File: src/rtl/disp_wr_pkg.sv
`timescale 1ns/1ps
package disp_wr_pkg;
  localparam int unsigned DW_ROWS = 4;
  localparam int unsigned DW_BYTE = 8;

  typedef enum logic [1:0] {
    MODE_STATIC = 2'd0,
    MODE_MUX2   = 2'd1,
    MODE_MUX3   = 2'd2,
    MODE_MUX4   = 2'd3
  } drive_mode_e;

  function automatic logic [2:0] rows_per_word(drive_mode_e m);
    return {1'b0, m} + 3'd1;
  endfunction

  // ceil(8 / rows)
  function automatic logic [3:0] words_per_byte(drive_mode_e m);
    case (m)
      MODE_STATIC: return 4'd8;
      MODE_MUX2:   return 4'd4;
      MODE_MUX3:   return 4'd3;
      default:     return 4'd2;
    endcase
  endfunction
endpackage

File: src/rtl/dw_ptr.sv
`timescale 1ns/1ps
module dw_ptr #(
  parameter int unsigned DEPTH = 60,
  parameter int unsigned AW    = $clog2(DEPTH)
) (
  input  logic          clk_i,
  input  logic          rst_ni,
  input  logic          load_i,
  input  logic [AW-1:0] load_val_i,
  input  logic          step_i,
  output logic [AW-1:0] ptr_o,
  output logic          wrap_o
);
  localparam logic [AW-1:0] LAST = AW'(DEPTH - 1);

  logic [AW-1:0] ptr_q;

  assign wrap_o = step_i && (ptr_q == LAST);
  assign ptr_o  = ptr_q;

  always_ff @(posedge clk_i or negedge rst_ni) begin
    if (!rst_ni) begin
      ptr_q <= '0;
    end else if (load_i) begin
      ptr_q <= load_val_i;
    end else if (step_i) begin
      ptr_q <= wrap_o ? '0 : ptr_q + 1'b1;
    end
  end
endmodule

File: src/rtl/dw_sub.sv
`timescale 1ns/1ps
module dw_sub #(
  parameter int unsigned SUBW = 3
) (
  input  logic            clk_i,
  input  logic            rst_ni,
  input  logic            load_i,
  input  logic [SUBW-1:0] load_val_i,
  input  logic            inc_i,
  output logic [SUBW-1:0] sub_o
);
  logic [SUBW-1:0] sub_q;

  assign sub_o = sub_q;

  always_ff @(posedge clk_i or negedge rst_ni) begin
    if (!rst_ni) begin
      sub_q <= '0;
    end else if (load_i) begin
      sub_q <= load_val_i;
    end else if (inc_i) begin
      sub_q <= sub_q + 1'b1;
    end
  end
endmodule

File: src/rtl/dw_spread.sv
`timescale 1ns/1ps
module dw_spread
  import disp_wr_pkg::*;
#(
  parameter int unsigned NROWS  = DW_ROWS,
  parameter int unsigned BYTE_W = DW_BYTE,
  parameter int unsigned IW     = $clog2(BYTE_W)
) (
  input  logic              active_i,
  input  logic [BYTE_W-1:0] byte_i,
  input  drive_mode_e       mode_i,
  input  logic [IW-1:0]     idx_i,
  output logic [NROWS-1:0]  data_o,
  output logic [NROWS-1:0]  mask_o
);
  localparam int unsigned SW = IW + $clog2(NROWS) + 1;
  localparam logic [IW-1:0] TOP_BIT = IW'(BYTE_W - 1);

  logic [SW-1:0] rows;
  assign rows = SW'(rows_per_word(mode_i));

  for (genvar r = 0; r < NROWS; r++) begin : g_row
    logic [SW-1:0] slot;
    logic          hit;
    // slot = position in the byte, counted from the MSB
    assign slot      = SW'(idx_i) * rows + SW'(r);
    assign hit       = active_i && (SW'(r) < rows) && (slot < SW'(BYTE_W));
    assign mask_o[r] = hit;
    assign data_o[r] = hit && byte_i[TOP_BIT - slot[IW-1:0]];
  end
endmodule

File: src/rtl/disp_ram_writer.sv
`timescale 1ns/1ps
module disp_ram_writer
  import disp_wr_pkg::*;
#(
  parameter  int unsigned DEPTH = 60,
  parameter  int unsigned SUBW  = 3,
  localparam int unsigned AW    = $clog2(DEPTH)
) (
  input  logic               clk_i,
  input  logic               rst_ni,
  input  logic               byte_valid_i,
  input  logic [DW_BYTE-1:0] byte_i,
  input  logic               load_ptr_i,
  input  logic [AW-1:0]      ptr_val_i,
  input  logic               dev_sel_i,
  input  logic [SUBW-1:0]    dev_val_i,
  input  logic [1:0]         mode_i,
  input  logic [SUBW-1:0]    hw_addr_i,
  output logic               we_o,
  output logic [AW-1:0]      waddr_o,
  output logic [DW_ROWS-1:0] wdata_o,
  output logic [DW_ROWS-1:0] wmask_o,
  output logic               busy_o,
  output logic               ovf_o
);
  localparam int unsigned IW = $clog2(DW_BYTE);
  localparam logic [AW:0] DEPTH_W = (AW + 1)'(DEPTH);

  logic               busy_q, ovf_q;
  logic [IW-1:0]      idx_q;
  logic [DW_BYTE-1:0] byte_q;
  drive_mode_e        mode_q;
  logic [SUBW-1:0]    sub_q;
  logic               load_ok, step, accept, last_word, wrap;

  assign load_ok   = load_ptr_i && ({1'b0, ptr_val_i} < DEPTH_W);
  assign step      = busy_q && !load_ok;
  assign accept    = !busy_q && !load_ok && byte_valid_i;
  assign last_word = ({1'b0, idx_q} + 4'd1) == words_per_byte(mode_q);

  always_ff @(posedge clk_i or negedge rst_ni) begin
    if (!rst_ni) begin
      busy_q <= 1'b0;
      idx_q  <= '0;
      byte_q <= '0;
      mode_q <= MODE_STATIC;
      ovf_q  <= 1'b0;
    end else begin
      ovf_q <= wrap;
      if (load_ok) begin
        busy_q <= 1'b0;
      end else if (step) begin
        idx_q <= idx_q + 1'b1;
        if (last_word) busy_q <= 1'b0;
      end else if (accept) begin
        busy_q <= 1'b1;
        idx_q  <= '0;
        byte_q <= byte_i;
        mode_q <= drive_mode_e'(mode_i);
      end
    end
  end

  dw_ptr #(.DEPTH(DEPTH), .AW(AW)) u_ptr (
    .clk_i      (clk_i),
    .rst_ni     (rst_ni),
    .load_i     (load_ok),
    .load_val_i (ptr_val_i),
    .step_i     (step),
    .ptr_o      (waddr_o),
    .wrap_o     (wrap)
  );

  dw_sub #(.SUBW(SUBW)) u_sub (
    .clk_i      (clk_i),
    .rst_ni     (rst_ni),
    .load_i     (dev_sel_i),
    .load_val_i (dev_val_i),
    .inc_i      (wrap),
    .sub_o      (sub_q)
  );

  dw_spread #(.NROWS(DW_ROWS), .BYTE_W(DW_BYTE), .IW(IW)) u_spread (
    .active_i (busy_q),
    .byte_i   (byte_q),
    .mode_i   (mode_q),
    .idx_i    (idx_q),
    .data_o   (wdata_o),
    .mask_o   (wmask_o)
  );

  assign we_o   = busy_q && (sub_q == hw_addr_i);
  assign busy_o = busy_q;
  assign ovf_o  = ovf_q;
endmodule

File: config.mk
export PLATFORM = sky130hd
export DESIGN_NAME = disp_ram_writer
export DESIGN_NICKNAME = d
export VERILOG_FILES = /design/src/rtl/disp_wr_pkg.sv /design/src/rtl/dw_ptr.sv /design/src/rtl/dw_sub.sv /design/src/rtl/dw_spread.sv /design/src/rtl/disp_ram_writer.sv
export SDC_FILE = /design/constraint.sdc
export NUM_CORES = 1
export LEC_CHECK = 0
export ABC_CLOCK_PERIOD_IN_PS = 3500
export BUFFER_PORTS_ARGS = -buffer_cell sky130_fd_sc_hd__buf_2
export CORE_MARGIN = 2
export CORE_UTILIZATION = 40
export DETAILED_ROUTE_END_ITERATION = 7
export HOLD_SLACK_MARGIN = 0.1
export SETUP_SLACK_MARGIN = 0.5
export SYNTH_ARGS = -nofsm -noshare
export SYNTH_HDL_FRONTEND = slang
export SYNTH_SLANG_ARGS = --single-unit
File: constraint.sdc
create_clock -name clk_i -period 3.5 [get_ports clk_i]
set_input_delay 0.35 -clock clk_i [delete_from_list [all_inputs] [get_ports clk_i]]
set_output_delay 0.35 -clock clk_i [all_outputs]
set_load 0.02 [all_outputs]
==> reports/results.ini, run 1 <==
[logic_synthesis]
yosysTopAreaCellShare_pct = 29.5
ys_seq_area_share_pct = 29.5
syn_area_mm2 = 0.00203
synth_edf_count = 0
postSynthAreaPerCell_um2 = 9.68
synth_area_leaders = dfrtp_1 30%, ha_1 10%, mux2_2 5.5%
async_reset_ff_share_pct = 100
synth_fp_nets = 256
yosysWarnings = 0
ys_seq_elements = 24
synthCells = 210
synth_ff_type = dfrtp_1
ys_types = 47
synth_top_area_cell = dfrtp_1

[timing]
layout_worst_path_cycle_share_pct = 101
rsz0062_at_grt = yes
finalWorstSetupSlack_ps = -28.2
setup-tns-final_ps = -70.8
max_freq_ghz = 0.283
min_period_ps = 3530
whs_ps = 300
relSlewSlack_pct = 63.6
tightest_slew_ps = 547
drv_slew = 0
setup_viol = 4
fin_skew_ps = 2.40
hold_violations = 0

[power]
power.density_mw_per_mm2 = 587
switching_share_pct = 41.1
ir_drop_v = 0.000214
p_seq_share_pct = 26.4
switchingPower_uw = 624
share_comb_of_total_power_pct = 62.9
clock_power_share_pct = 10.7
power.internal_uw = 892
power_leakage_uw = 0.00118

[status]
status = finished with violations
violations = negative setup slack

[worst_setup_path]
cp-start-kind = flop
cp_slowest_cell = fa_1
criticalPathCategory = flop to output port
cpMostUsedCell = inv_2
critPathBufInv = 4
end_kind = output port
cp.arrival_ps = 3180
path_cells = inv_2 > ha_4 > nand2_2 > fa_1 > inv_1 > ha_2 > inv_2 > fa_2 > nand3b_1 > o211ai_1 > a2bb2oi_2 > nor2_1 > buf_4
critPathTopFamily = adder cells
cpPeakStageDelay_ps = 480
worstPathRequired_ps = 3150
crit_fanout = 5
r2r_setup_slack_ps = 1330

[routing]
drc_errors = 0
antenna_left = 0
wl_per_cell_um = 13.7
first_pass_iters = 4
drtIter0Drc = 58
viasPerCell = 5.08
wirelength_mm = 4.42
dr_total_vias = 1642

[placed_design]
port_buffers = 43
hpwlAfterDp_mm = 3.36
globalplace.congestion = 0.839

[layout]
final_cell_mix = 36 x buf_2, 22 x dfrtp_1, 15 x nand2_1, 13 x ha_1, 13 x buf_4
n_fill_cell = 475
seq_area_um2 = 603
area_growth_pct = 27.0
layout-drive-gt1-share_pct = 40.2
final_common_cell = buf_2
multi_input_area_mm2 = 0.00146
antenna_cells = 0
layout.nets = 303

[clock_network]
cts_buffer_depth = 2
cts_buffers = 3
clkTransAtPathRegs_ps = 80
clockRootBuffer = clkbuf_8
cts-htree-levels = 1
clock-sinks = 24
cts_tree = built
clkLatencyLatePin_ps = 260

[grt]
first_global_vias = 1633
grt_pass1_wl_mm = 7.53
grt_max_degree = 25
grtUsageTotal_pct = 17.1
antenna_found_initial = 0
grt-ovfl-total = 0

[floorplanning]
pin_count = 44
initial_utilization_pct = 42.2
die_w_um = 75.3
dieArea_mm2 = 0.00567
fp-row-count = 25
fp.coreArea_mm2 = 0.00482
die_h_um = 75.3

[worst_hold_path]
hp-class = input port to flop

[job]
max_cap_viol_count = 0

[synthesized netlist by cell type, drive strengths merged, types with 5 or more instances]
cell	instances
dfrtp	24
ha	17
inv	16
nand2	16
mux2	12
nor2	11
mux2i	10
a21oi	9
buf	8
xor2	8
and2	6
nand4	5
xnor2	5
[worst min-delay path, delay by kind of cell]
kind	cells	cell delay (ps)
AND/OR/NAND/NOR	1	40
buffers and inverters	1	70
AO/OA/AOI/OAI	1	60
[final timing paths]
check / startpoint / end / cells after the start
worst max-delay path: mode_q[1] / wmask_o[1] / 13
worst min-delay path: dev_val_i[0] / u_sub.sub_o[0] / 3
worst max register to register: u_ptr.ptr_o[0] / u_sub.sub_o[1] / 5
worst min register to register: byte_q[4] / byte_q[4] / 1
max in group asynchronous: rst_ni / mode_q[1] / 2
min in group asynchronous: rst_ni / u_sub.sub_o[1] / 2
[layer usage]
metal | up-vias | wire length, um | track usage, %
li1 | 840 | - | -
met2 | 29 | 2170 | 28.6
met5 | - | 0 | 0
met1 | 769 | 2070 | 23.4
met3 | 4 | 143 | 2.25
met4 | 0 | 46 | 4.87
[stage by stage]
step	power (uW)	setup WS (ps)	utilization (%)	std cells	cell area [um^2]
detailed placement	1220	113	48.8	312	2350
global placement	1220	147	48.8	312	2350
CTS	1470	-19.7	52.1	321	2510
finish	1520	-28.2	53.6	323	2580
floorplan	1060	310	-	210	2100
global route	1640	-194	53.6	323	2580
[flip-flops by register name (all words and copies together) (netlist names)]
name         flops
idx_q            3
u_ptr.ptr_o      6
u_sub.sub_o      3
byte_q           8
mode_q           2
ovf_o            1
busy_o           1
[repair_timing]
item / 4_1_cts / 5_1_grt
buffers inserted: 4 / 2
endpoints found under the hold margin: 24 / 0
resized for setup: 21 / 9
setup endpoints to repair: 8 / 8
pin swaps: 10 / 3
hold buffers: 1 / 0
[logic make-up (layout without fill, tap and decap cells)]
family | after synthesis | in the layout | share of synthesized area (%)
flip-flops | 24 | 24 | 29.5
AO/OA/AOI/OAI | 36 | 36 | 12.9
buffers and inverters | 27 | 73 | 6.58
XOR/XNOR | 13 | 13 | 5.60
adder cells (fa/ha/maj) | 19 | 19 | 12.4
multiplexers | 26 | 26 | 16.0
AND/OR/NAND/NOR | 65 | 65 | 17.0
[power groups by stage]
stage	Combinational, uW	Sequential (uW)	Clock [uW]
floorplan	660	400	0
global placement	818	404	0
detailed placement	820	405	0
CTS	900	395	173
global route	1040	409	185
finish	953	400	163
[area by class of cell]
cell class | count | share of cell area, %
tap | 67 | 3.25
sequential | 24 | 23.4
clock buffer | 4 | 1.74
timing repair buffer | 53 | 12.5
multi-input combinational | 159 | 56.6
inverter | 16 | 2.62
(Power assumes the default switching activity.)
==> run 2: changes to the inputs <==
--- a/config.mk
+++ b/config.mk
@@ -7,11 +7,15 @@
 export LEC_CHECK = 0
 export ABC_CLOCK_PERIOD_IN_PS = 3500
 export BUFFER_PORTS_ARGS = -buffer_cell sky130_fd_sc_hd__buf_2
+export CELL_PAD_IN_SITES_DETAIL_PLACEMENT = 1
+export CELL_PAD_IN_SITES_GLOBAL_PLACEMENT = 1
 export CORE_MARGIN = 2
 export CORE_UTILIZATION = 40
 export DETAILED_ROUTE_END_ITERATION = 7
 export HOLD_SLACK_MARGIN = 0.1
+export PLACE_DENSITY_LB_ADDON = 0.1
 export SETUP_SLACK_MARGIN = 0.5
 export SYNTH_ARGS = -nofsm -noshare
 export SYNTH_HDL_FRONTEND = slang
+export SYNTH_HIERARCHICAL = 1
 export SYNTH_SLANG_ARGS = --single-unit
==> reports/results.ini, run 2 <==
[status]
status = finished with violations
violations = negative setup slack

[logic_synthesis]
synth_edf_count = 0  ; unchanged
syn_area_mm2 = 0.00214  ; +5.0%
synth_ff_type = dfrtp_1
yosysMostFrequentCell = dfrtp_1
yosysTopAreaCellShare_pct = 28.1  ; -1.4 points
postSynthAreaPerCell_um2 = 10.3  ; +6.6%
yosysWarnings = 6  ; +6
ys_types = 60  ; +28%
synth_top_area_cell = dfrtp_1
async_reset_ff_share_pct = 100  ; unchanged
synth_common_cells = 24 x dfrtp_1, 17 x nand2_1, 15 x ha_1
ys_seq_area_share_pct = 28.1  ; -1.4 points
synth_area_leaders = dfrtp_1 28%, ha_1 8.8%, mux2_4 7.0%
synthCells = 207  ; -1.4%
ys_seq_elements = 24  ; unchanged
synth_fp_nets = 251  ; -2.0%

[layout]
n_fill_cell = 619  ; +30%
largest_reg_flops = 8  ; unchanged
fin_area_mm2 = 0.00285  ; +10%
area_growth_pct = 33.2
final_cell_mix = 37 x buf_4, 36 x buf_2, 23 x dfrtp_1, 16 x nand2_1
antenna_cells = 0  ; unchanged
regMostFlops = byte_q
layout-drive-gt1-share_pct = 47.1  ; +6.9 points
multi_input_area_mm2 = 0.00155  ; +6.3%
layout.nets = 321  ; +5.9%
seq_area_um2 = 602  ; -0.21%
final_common_cell = buf_4
layout.cells.non_filler = 346  ; +7.1%

[worst_hold_path]
hold_path_depth = 3  ; unchanged
hp-class = input port to flop

[timing]
finalWorstSetupSlack_ps = -250  ; -222 ps
whs_ps = 284  ; -16.1 ps
max_freq_ghz = 0.267  ; -5.9%
hold_violations = 0  ; unchanged
rsz0062_at_grt = yes
fin_skew_ps = 3.59  ; +1.19 ps
relSlewSlack_pct = 52.6  ; -11 points
setup_viol = 6  ; +2
drv_slew = 0  ; unchanged
min_period_ps = 3750  ; +222 ps
tightest_slew_ps = 711  ; +164 ps
layout_worst_path_cycle_share_pct = 107  ; +6.3 points
setup-tns-final_ps = -1190  ; -1120 ps

[placed_design]
placed_cells = 320  ; +2.6%
hpwlAfterDp_mm = 4.25  ; +27%
port_buffers = 43  ; unchanged
dpl-instance-area_mm2 = 0.00250  ; +6.4%
globalplace.congestion = 0.837  ; -0.19%

[routing]
wirelength_mm = 5.93  ; +34%
drc_errors = 0  ; unchanged
dr_total_vias = 1854  ; +13%
drtIter0Drc = 28  ; -52%
viasPerCell = 5.36  ; +5.4%
antenna_left = 0  ; unchanged
first_pass_iters = 4  ; unchanged
wl_per_cell_um = 17.1  ; +25%

[worst_setup_path]
reg2reg_depth = 5  ; unchanged
cp-start-kind = flop
cp.arrival_ps = 3400  ; +220 ps
end_kind = output port
worstPathRequired_ps = 3150  ; about the same
criticalPathCategory = flop to output port
crit_fanout = 9  ; +4

[floorplanning]
fp.coreArea_mm2 = 0.00514  ; +6.7%
pin_count = 44  ; unchanged
dieArea_mm2 = 0.00594  ; +4.8%
fp-row-count = 26  ; +4.0%
initial_utilization_pct = 41.6  ; -0.65 points
die_h_um = 77.1  ; +2.4%
die_w_um = 77.1  ; +2.4%

[clock_network]
clkTransAtPathRegs_ps = 90  ; about the same
cts_buffers = 3  ; unchanged
clkLatencyLatePin_ps = 270  ; about the same
clockRootBuffer = clkbuf_8
cts-htree-levels = 1  ; unchanged
cts_buffer_depth = 2  ; unchanged
cts_tree = built
clock-sinks = 24  ; unchanged

[job]
max_cap_viol_count = 0  ; unchanged

[power]
ir_drop_v = 0.000181  ; -15%
power_leakage_uw = 0.00129  ; +9.8%
power.density_mw_per_mm2 = 597  ; +1.8%

[grt]
antenna_found_initial = 0  ; unchanged
grtUsageTotal_pct = 21.0  ; +3.9 points
grt_pass1_wl_mm = 10.1  ; +34%
first_global_vias = 2048  ; +25%
grt_max_degree = 25  ; unchanged
grt-ovfl-total = 0  ; unchanged

run 2: cell types whose count changed after synthesis, sizes merged, moves of 3 or more:
cell / previous run / this run
a2111oi: 1 / 4
o21ai: 4 / 7
a2bb2oi: 3 / 0
xor2: 8 / 5
or3: 4 / 0
nor2: 11 / 5
nor2b: 4 / 9
inv: 16 / 12
run 2: worst max-delay path, cell delays in order, from the launching register on:
cell	delay (ps)
dfrtp_1	400
inv_2	80
ha_4	270
nand2_2	50
fa_1	490
inv_1	40
ha_2	180
inv_2	50
fa_2	510
nand3b_1	220
xnor2_1	130
or4_4	440
nor3_4	130
buf_6	140
run 2: worst paths after layout:
kind                              startpoint             end  slack (ps)
worst max-delay path               mode_q[1]      wdata_o[1]        -250
worst min-delay path            ptr_val_i[1]  u_ptr/ptr_o[1]         280
worst max register to register        busy_o  u_sub/sub_o[2]        1500
worst min register to register     byte_q[7]       byte_q[7]         550
max in group asynchronous             rst_ni       mode_q[0]        2510
min in group asynchronous             rst_ni  u_ptr/ptr_o[1]         590
run 2: routing by layer:
metal	global-route usage (%)	routed length, um
met3	2.00	143
met2	39.5	3280
met5	0	0
met4	3.75	40
met1	26.2	2460
run 2: area by class of cell:
cell class	count	share of cell area [%]
inverters	12	2.02
clock buffers	4	1.93
repair buffers	76	17.2
flip-flops and latches	24	21.2
multi-input cells	160	54.6
well taps	70	3.08
run 2: cell families (layout without fill, tap and decap cells):
group	count (synthesis)	count (layout)	synth area share [%]
compound gates	39	39	13.1
xor+xnor	11	11	4.86
fa+ha+maj	17	17	10.7
buf+inv	23	92	7.26
flops	24	24	28.1
mux	26	26	17.1
simple gates	67	67	18.9
run 2: what timing repair did:
| item | CTS | global route |
|---|---|---|
| hold buffers | 1 | 0 |
| resized for setup | 15 | 11 |
| buffers inserted | 20 | 1 |
| hold endpoints to repair | 24 | 0 |
| endpoints found under the setup margin | 8 | 8 |
| pin swaps | 6 | 4 |
run 2: metrics by stage:
step | total power, uW | utilization [%] | worst slack [ps]
2_1_floorplan | 1090 | - | 107
3_3_place_gp | 1290 | 48.7 | 43.6
3_5_place_dp | 1310 | 48.7 | -46.1
4_1_cts | 1640 | 54.1 | -255
5_1_grt | 1830 | 55.4 | -446
6_report | 1700 | 55.4 | -250
run 2: where the power goes:
group	switching [uW]	internal, uW
registers	54.9	330
logic	561	559
clock network	94.0	101
==> run 3: changes to the inputs <==
--- a/config.mk
+++ b/config.mk
@@ -17,5 +17,4 @@
 export SETUP_SLACK_MARGIN = 0.5
 export SYNTH_ARGS = -nofsm -noshare
 export SYNTH_HDL_FRONTEND = slang
-export SYNTH_HIERARCHICAL = 1
 export SYNTH_SLANG_ARGS = --single-unit
==> reports/results.ini, run 3 (synthesis results as in run 1) <==
[layout]
area_growth_pct = 25.3
layout-drive-gt1-share_pct = 39.1  ; -8.0 points
final_common_cell = buf_2
layout.nets = 303  ; -5.6%
antenna_cells = 0  ; unchanged
layout.cells.non_filler = 323  ; -6.6%
largest_reg_flops = 8  ; unchanged
n_fill_cell = 588  ; -5.0%
final_core_util_pct = 52.9  ; -2.5 points
regMostFlops = byte_q
fin_area_mm2 = 0.00255  ; -10%
final_cell_mix = 37 x buf_2, 22 x dfrtp_1, 15 x nand2_1, 13 x ha_1, 12 x buf_4

[grt]
first_global_vias = 1787  ; -13%
grt_pass1_wl_mm = 8.31  ; -18%
grt_max_degree = 25  ; unchanged
antenna_found_initial = 0  ; unchanged
grt-ovfl-total = 0  ; unchanged
grtUsageTotal_pct = 19.2  ; -1.8 points

[job]
max_cap_viol_count = 0  ; unchanged

[routing]
wirelength_mm = 5.03  ; -15%
drtIter0Drc = 29  ; +3.6%
first_pass_iters = 4  ; unchanged
dr_total_vias = 1739  ; -6.2%
drc_errors = 0  ; unchanged
viasPerCell = 5.38  ; +0.48%
wl_per_cell_um = 15.6  ; -9.1%
antenna_left = 0  ; unchanged

[clock_network]
clkLatencyLatePin_ps = 270  ; about the same
clock-sinks = 24  ; unchanged
cts-htree-levels = 1  ; unchanged
clockRootBuffer = clkbuf_8
cts_buffers = 3  ; unchanged
clkTransAtPathRegs_ps = 90  ; about the same
cts_tree = built
cts_buffer_depth = 2  ; unchanged

[floorplanning]
pin_count = 44  ; unchanged
dieArea_mm2 = 0.00567  ; -4.6%
fp-row-count = 25  ; -3.8%
die_w_um = 75.3  ; -2.3%
fp.coreArea_mm2 = 0.00482  ; -6.3%
initial_utilization_pct = 42.2  ; +0.65 points
die_h_um = 75.3  ; -2.3%

[timing]
max_freq_ghz = 0.281  ; +5.5%
fin_skew_ps = 7.62  ; +4.03 ps
tightest_slew_ps = 558  ; -152 ps
layout_worst_path_cycle_share_pct = 102  ; -5.6 points
hold_violations = 0  ; unchanged
setup_viol = 4  ; -2
drv_slew = 0  ; unchanged
rsz0062_at_grt = yes
min_period_ps = 3550  ; -195 ps
relSlewSlack_pct = 62.8  ; +10 points
finalWorstSetupSlack_ps = -54.8  ; +195 ps

[power]
ir_drop_v = 0.000206  ; +14%
power.density_mw_per_mm2 = 591  ; -1.1%
power_leakage_uw = 0.00116  ; -9.8%

[status]
status = finished with violations
violations = negative setup slack

[worst_setup_path]
cp.arrival_ps = 3200  ; -200 ps
end_kind = output port
cp-start-kind = flop
crit_fanout = 7  ; -2
criticalPathCategory = flop to output port
worstPathRequired_ps = 3150  ; about the same

[placed_design]
port_buffers = 43  ; unchanged
globalplace.congestion = 0.837  ; unchanged
placed_cells = 312  ; -2.5%
dpl-instance-area_mm2 = 0.00235  ; -6.0%
hpwlAfterDp_mm = 3.77  ; -11%

[worst_hold_path]
hp-class = input port to flop

==> run 3: cell count changes in the layout (fill, tap and decap cells not counted), sizes merged, moves of 3 or more <==
cell / delta
a2111oi: -3
a2bb2oi: +3
buf: -23
inv: +4
nor2: +6
nor2b: -5
o21ai: -3
or3: +4
xor2: +3
==> run 3: timing repair <==
action	CTS	global route
setup endpoints to repair	8	8
cloned	0	0
pin swaps	12	3
hold buffers	1	0
gates resized for setup	20	5
endpoints found under the hold margin	24	0
setup buffers	4	2
==> run 3: critical path, stage by stage, from the launching register on <==
cell	delay [ps]
dfrtp_2	450
inv_4	50
ha_4	270
nand2_2	50
fa_1	430
inv_1	70
ha_2	180
inv_2	40
fa_2	610
inv_2	70
xnor2_1	120
or3_4	340
nor3_4	120
buf_6	130
==> run 3: final cells by class <==
| type | count | area (um^2) | area share (%) |
|---|---|---|---|
| flip-flops and latches | 24 | 603 | 23.7 |
| clock buffers | 4 | 45.0 | 1.77 |
| multi-input cells | 159 | 1430 | 56.1 |
| repair buffers | 53 | 319 | 12.5 |
| well taps | 67 | 83.8 | 3.29 |
| inverters | 16 | 67.6 | 2.65 |
==> run 3: final timing paths <==
kind	from	to	slack, ps	cells after the start
setup / recovery	mode_q[0]	wdata_o[1]	-50	13
hold / removal	dev_val_i[1]	u_sub.sub_o[1]	300	2
setup reg to reg	u_ptr.ptr_o[0]	u_sub.sub_o[1]	1310	5
hold reg to reg	byte_q[5]	byte_q[5]	540	1
max in group asynchronous	rst_ni	mode_q[1]	2500	2
min in group asynchronous	rst_ni	u_ptr.ptr_o[4]	610	2
==> run 3: routing by layer <==
| layer | track usage [%] | up-vias | part of all wire, % |
|---|---|---|---|
| li1 | - | 837 | - |
| met1 | 24.3 | 863 | 46 |
| met2 | 34.3 | 33 | 50 |
| met3 | 1.98 | 6 | 2.2 |
| met4 | 6.43 | 0 | 1.6 |
| met5 | 0 | - | 0 |
==> run 3: power breakdown <==
| group | internal [uW] | leakage [uW] | switching (uW) |
|---|---|---|---|
| registers | 333 | 0.000283 | 70.2 |
| clock network | 81.4 | 0.0000228 | 89.5 |
| logic | 449 | 0.000858 | 482 |
| total | 863 | 0.00116 | 641 |
==> run 3: per-stage QoR <==
step                hold slack, ps  setup WS (ps)  total power [uW]  setup TNS (ps)
global placement               374            189              1230               0
finish                         299          -54.8              1500            -159
CTS                            294          -47.9              1480            -132
detailed placement             377           98.4              1250               0
floorplan                     54.4            310              1060               0
global route                   293           -185              1610            -907
